### src/rtl/lpm_pkg.sv
package lpm_pkg;
    localparam int unsigned KEY_W = 32;
    localparam int unsigned SLC_W = $clog2(KEY_W + 1);
    localparam int unsigned POS_W = $clog2(KEY_W);

    typedef enum logic [0:0] {ST_IDLE, ST_SCAN} lpm_state_e;
    typedef enum logic [1:0] {OP_NONE, OP_WRITE, OP_DEL} lpm_op_e;

    typedef struct packed {
        logic             valid;
        logic [KEY_W-1:0] addr;
        logic [KEY_W-1:0] mask;
    } lpm_slot_t;
endpackage

### src/rtl/lpm_entry.sv
module lpm_entry
    import lpm_pkg::*;
(
    input  logic             clk,
    input  logic             rst,
    input  logic             we,
    input  logic             de,
    input  logic [KEY_W-1:0] d_addr,
    input  logic [KEY_W-1:0] d_mask,
    input  logic [KEY_W-1:0] key,
    output logic             match,
    output logic [KEY_W-1:0] mask_q
);
    lpm_slot_t slot_q;

    always_ff @(posedge clk) begin
        if (rst) begin
            slot_q <= '0;
        end else if (we) begin
            slot_q <= '{valid: 1'b1, addr: d_addr, mask: d_mask};
        end else if (de) begin
            slot_q.valid <= 1'b0;
        end
    end

    assign match  = slot_q.valid && (((key ^ slot_q.addr) & slot_q.mask) == '0);
    assign mask_q = slot_q.mask;

    // a delete leaves the slot unable to match
    a_r8_delete_clears: assert property (@(posedge clk) disable iff (rst)
        (de && !we) |=> !match);
    // written mask is what the slot exposes next cycle
    a_r7_write_lands: assert property (@(posedge clk) disable iff (rst)
        we |=> (mask_q == $past(d_mask)));
endmodule

### src/rtl/lpm_slice_pick.sv
module lpm_slice_pick #(
    parameter int unsigned DEPTH = 16,
    parameter int unsigned IW    = 4
) (
    input  logic [DEPTH-1:0] en,
    input  logic [DEPTH-1:0] col,
    output logic             fb,
    output logic [IW-1:0]    col_idx,
    output logic [IW-1:0]    any_idx
);
    logic [DEPTH-1:0] live;
    assign live = en & col;
    assign fb   = |live;

    always_comb begin
        col_idx = '0;
        any_idx = '0;
        for (int i = DEPTH - 1; i >= 0; i--) begin
            if (live[i]) col_idx = IW'(i);
            if (en[i])   any_idx = IW'(i);
        end
    end
endmodule

### src/rtl/lpm_table.sv
module lpm_table
    import lpm_pkg::*;
#(
    parameter int unsigned DEPTH = 16,
    localparam int unsigned IW   = (DEPTH > 1) ? $clog2(DEPTH) : 1
) (
    input  logic             clk,
    input  logic             rst,
    input  logic             wr_en,
    input  logic [IW-1:0]    wr_idx,
    input  logic [KEY_W-1:0] wr_addr,
    input  logic [KEY_W-1:0] wr_mask,
    input  logic             del_en,
    input  logic             start,
    input  logic [KEY_W-1:0] key,
    output logic             busy,
    output logic             done,
    output logic             hit,
    output logic [IW-1:0]    win_idx,
    output logic [SLC_W-1:0] slices
);
    lpm_state_e       state_q;
    logic [DEPTH-1:0] match, en_q, col;
    logic [KEY_W-1:0] mask_q [DEPTH];
    logic [POS_W-1:0] pos_q;
    logic             fb, last, idle, finish;
    logic [IW-1:0]    col_idx, any_idx;

    lpm_op_e          in_op, pend_op, app_op;
    logic [IW-1:0]    pend_idx, app_idx;
    logic [KEY_W-1:0] pend_addr, pend_mask, app_addr, app_mask;

    assign idle   = (state_q == ST_IDLE);
    assign busy   = (state_q == ST_SCAN);
    assign last   = (pos_q == POS_W'(KEY_W - 1));
    assign finish = busy && (fb || last);
    assign in_op  = wr_en ? OP_WRITE : (del_en ? OP_DEL : OP_NONE);

    // table updates: direct when idle, deferred to the finishing edge when busy
    always_comb begin
        app_op   = OP_NONE;
        app_idx  = wr_idx;
        app_addr = wr_addr;
        app_mask = wr_mask;
        if ((idle || finish) && in_op != OP_NONE) begin
            app_op = in_op;
        end else if (finish) begin
            app_op   = pend_op;
            app_idx  = pend_idx;
            app_addr = pend_addr;
            app_mask = pend_mask;
        end
    end

    always_ff @(posedge clk) begin
        if (rst) begin
            pend_op   <= OP_NONE;
            pend_idx  <= '0;
            pend_addr <= '0;
            pend_mask <= '0;
        end else if (finish) begin
            pend_op <= OP_NONE;
        end else if (busy && in_op != OP_NONE) begin
            pend_op   <= in_op;
            pend_idx  <= wr_idx;
            pend_addr <= wr_addr;
            pend_mask <= wr_mask;
        end
    end

    for (genvar i = 0; i < DEPTH; i++) begin : g_slot
        lpm_entry u_entry (
            .clk    (clk),
            .rst    (rst),
            .we     (app_op == OP_WRITE && app_idx == IW'(i)),
            .de     (app_op == OP_DEL && app_idx == IW'(i)),
            .d_addr (app_addr),
            .d_mask (app_mask),
            .key    (key),
            .match  (match[i]),
            .mask_q (mask_q[i])
        );
        assign col[i] = mask_q[i][pos_q];
    end

    lpm_slice_pick #(.DEPTH(DEPTH), .IW(IW)) u_pick (
        .en      (en_q),
        .col     (col),
        .fb      (fb),
        .col_idx (col_idx),
        .any_idx (any_idx)
    );

    always_ff @(posedge clk) begin
        if (rst) begin
            state_q <= ST_IDLE;
            en_q    <= '0;
            pos_q   <= '0;
            done    <= 1'b0;
            hit     <= 1'b0;
            win_idx <= '0;
            slices  <= '0;
        end else begin
            done <= 1'b0;
            case (state_q)
                ST_IDLE: if (start) begin
                    en_q  <= match;
                    pos_q <= '0;
                    if (|match) begin
                        state_q <= ST_SCAN;
                    end else begin
                        done    <= 1'b1;
                        hit     <= 1'b0;
                        win_idx <= '0;
                        slices  <= '0;
                    end
                end
                ST_SCAN: if (finish) begin
                    state_q <= ST_IDLE;
                    done    <= 1'b1;
                    hit     <= 1'b1;
                    win_idx <= fb ? col_idx : any_idx;
                    slices  <= SLC_W'(pos_q) + SLC_W'(1);
                end else begin
                    pos_q <= pos_q + POS_W'(1);
                end
                default: state_q <= ST_IDLE;
            endcase
        end
    end

    // result strobe lasts one cycle
    a_r5_done_pulse: assert property (@(posedge clk) disable iff (rst)
        done |=> !done);
    // a miss reports zero slices
    a_r5_miss_zero: assert property (@(posedge clk) disable iff (rst)
        (done && !hit) |-> (slices == '0));
    // a hit reports between 1 and KEY_W slices
    a_r3_slices_range: assert property (@(posedge clk) disable iff (rst)
        (done && hit) |-> (slices >= SLC_W'(1) && slices <= SLC_W'(KEY_W)));
    // busy and done never overlap
    a_r10_no_overlap: assert property (@(posedge clk) disable iff (rst)
        done |-> !busy);
    // participating set is frozen for the whole walk
    a_r9_frozen: assert property (@(posedge clk) disable iff (rst)
        (busy && $past(busy)) |-> $stable(en_q));
    // the winner is one of the participating slots
    a_r2_winner_enabled: assert property (@(posedge clk) disable iff (rst)
        (done && hit) |-> en_q[win_idx]);
endmodule

### config.mk
export PLATFORM = sky130hd
export DESIGN_NAME = lpm_table
export DESIGN_NICKNAME = d
export VERILOG_FILES = /design/src/rtl/lpm_pkg.sv /design/src/rtl/lpm_entry.sv /design/src/rtl/lpm_slice_pick.sv /design/src/rtl/lpm_table.sv
export SDC_FILE = /design/constraint.sdc
export NUM_CORES = 2
export LEC_CHECK = 0
export BUFFER_PORTS_ARGS = -buffer_cell sky130_fd_sc_hd__buf_4
export CORE_AREA = 2 2 310 312
export DETAILED_ROUTE_END_ITERATION = 8
export DIE_AREA = 0 0 312 314
export GPL_TIMING_DRIVEN = 0
export PLACE_DENSITY = 0.78
export SYNTH_ARGS = -nofsm -noshare
export SYNTH_HDL_FRONTEND = slang
export SYNTH_SLANG_ARGS = --single-unit
### constraint.sdc
create_clock -name clk -period 4.4 [get_ports clk]
set_input_delay 0.44 -clock clk [delete_from_list [all_inputs] [get_ports clk]]
set_output_delay 0.44 -clock clk [all_outputs]
set_load 0.005 [all_outputs]
==> reports/metrics.cfg <==
[drt]
vias=50261
drt-total-wl_mm=286
avgRoutedWirePerCell_um=39.5
viasPerCell=6.94
postRouteAntennaNets=0
met1_length_mm=92.1
first_pass_iters=9
top_layer=met5
dr.first_iter.drc_count=8437
met3_length_mm=37.6
wl_met2_mm=115
drc=0

[layout]
finish.utilization=0.740
fin_nets=5967
syn_to_final_growth_pct=24.2
postLayoutCellArea_um2=69900
post_route_cells_drive_above_1_share=0.183

[clock_network]
path_clk_slew_ps=60
cts_buffers=121
clockBufferDepth=3
clock-root-buffer=clkbuf_16
tritoncts=yes
clkLatencyLatePin_ps=770
cts_htree_levels=3
clock-sinks=1144

[synth]
synth_edf_count=0
synthTopCellsByArea=dfxtp_1, mux2i_1, nand2b_1, xor2_1, mux4_2
synth_cell_types=61
yosys_most_used_dff=dfxtp_1
synthTopCellsByCount=mux2i_1, dfxtp_1, nand2b_1
synth.most_common_cell=mux2i_1
synth.cell_area_um2=56300
syn_area_per_cell_um2=10.4
synth.net_count=5514
synth.largest_area_cell=dfxtp_1
yosys_warnings=0
synthCells=5407
ys_ff_latch=1144
async_flop_share=0
yosysSeqAreaShare=0.407
synth_top_area_frac=0.407

[critical_path]
max_stage_delay_ps=1170
cp-end-kind=flop
crit_buf_inv=3
cp.arrival_ps=5780
crit_type=primary input to flop
cp_top_family=buffers and inverters
start_kind=primary input
crit_required_ps=5100
crit_path_cell_trace=clkbuf_1 -> clkbuf_2 -> xor2_1 -> a222oi_1 -> nand4_1 -> nand4_1 -> nor2_1 -> a31oi_1 -> clkbuf_1 -> a22oi_1 -> nor2_1
crit_fanout=10
cp_slowest_cell=a222oi_1

[global_routing]
grt_pass1_wl_mm=374
grtUsageTotal=0.555
grt_pass1_vias=46609
grt_max_degree=17
grt_overflow=0
antenna_found_initial=20

[timing]
maxSlewHeadroom=-0.168
period_needed_ps=5080
slew_viol_final=68
hold_viol_final=0
fin_ws_ps=-678
setup_violations=1120
clock.fmax_mhz=197
fin_skew_ps=27.8
tightestPinTransition_ps=1750
fin_crit_sh=1.15
rsz0062_at_grt=yes

[pwr]
p_leak_nw=33.9
switching_power_w=0.00724
p_int_w=0.0180
power_density_nw_per_um2=361
p_clk_frac=0.427
p_comb_frac=0.148
swShare=0.287
seqPwrFrac=0.425
vdd_drop_max_mv=0.366

[placed_design]
port_buffers=82
placed_area_um2=58600
gp_congestion=1.08
dp_hpwl_mm=195

[die]
dieWidth_um=312
rows=113
dieHeight_um=314
fp.coreArea_um2=94400
dieArea_um2=98000
ios=118
start_util=0.596

[status]
status=complete, but fails checks
violations=max-capacitance violations, max-slew violations, negative setup slack

[hold_path]
hold_path.class=primary input to flop

[run]
cap_violations=8

per-stage QoR:
stage / setup slack [ps] / TNS (ps) / hold WS (ps) / power, W / std cells
CTS: -164 / -26340 / 68.7 / 0.0245 / 7068
detailed placement: -3900 / -3688600 / 457 / 0.0137 / 6758
finish: -678 / -478140 / 68.3 / 0.0253 / 7241
global route: -477 / -371240 / 109 / 0.0254 / 7225
floorplan: 423 / 0 / 448 / 0.0123 / 5407
global placement: -4330 / -4189990 / 449 / 0.0137 / 6754
per-layer routing:
metal	GRT usage	vias to the layer above
met5	0.0256	-
met2	0.798	4532
li1	-	19589
met3	0.226	1888
met4	0.591	14
met1	0.595	24238
path summary, 6_finish.rpt:
check | from | end | slack (ps) | cells past startpoint
worst max-delay path | key[11] | win_idx[2] | -680 | 11
worst max register to register | pos_q[2] | g_slot[15].u_entry.slot_q[64] | -660 | 14
worst min-delay path | start | pos_q[2] | 70 | 4
worst min register to register | slices[2] | slices[2] | 470 | 2
placed cells by master, fill, tap and decap left out, types with 32 or more instances in the layout:
master         count
or2_4             65
buf_4            229
buf_12           149
a21oi_1           51
clkbuf_1         208
nand2b_1        1031
mux2i_1         1168
mux4_2           111
clkbuf_16        160
dlygate4sd3_1     68
o21ai_0           32
dfxtp_1         1141
buf_6             73
xor2_1           514
nor2_1           131
a22oi_1          178
nand4_1           70
a22o_1            34
clkbuf_8          36
nand2_1           46
repair_timing:
item | 4_1_cts | 5_1_grt
endpoints found under the hold margin | 68 | 0
setup endpoints to repair | 1128 | 1124
hold buffers | 68 | 0
pin swaps | 16 | 17
resized for setup | 634 | 340
buffers inserted | 76 | 121
gates cloned | 22 | 34
sequential cells by signal (all words and copies together) (netlist names), 4 cells and up:
register,cells
pos_q,5
slices,6
en_q,16
g_slot.u_entry.slot_q,528
pend_mask,32
win_idx,4
g_slot.u_entry.mask_q,512
pend_addr,32
pend_idx,4
layout make-up:
type / instances / area [um^2]
antenna: 18 / 45.0
buffer: 440 / 4650
clock buffer: 183 / 3650
clock inverter: 38 / 435
fill: 6627 / 24500
inverter: 13 / 61.3
multi-input combinational: 3733 / 31800
sequential: 1144 / 22900
tap: 1265 / 1580
timing repair buffer: 407 / 4740
kinds of logic (layout without fill, tap and decap cells):
| family | after synthesis | count (layout) | share of synthesized area |
|---|---|---|---|
| AOI/OAI and AO/OA | 446 | 446 | 0.0568 |
| xor gates and xnor gates | 516 | 516 | 0.0803 |
| adders and majority gates | 2 | 2 | 0.000445 |
| buffers and inverters | 530 | 1081 | 0.0433 |
| DFF | 1144 | 1144 | 0.407 |
| muxes | 1311 | 1311 | 0.258 |
| other | 0 | 18 | 0 |
| and+or+nand+nor | 1458 | 1458 | 0.154 |
tightest hold or removal path: stages:
cell      delay [ps]
buf_4             90
inv_1             60
a21oi_1          140
a211oi_1          60
power groups by stage:
stage	Sequential, W	Combinational (W)	Clock [W]
2_1_floorplan	0.0109	0.00145	0
3_3_place_gp	0.0109	0.00275	0
3_5_place_dp	0.0109	0.00277	0
4_1_cts	0.0107	0.00313	0.0106
5_1_grt	0.0107	0.00365	0.0110
6_report	0.0107	0.00373	0.0108
No activity file was read; power rests on OpenSTA's default activity.
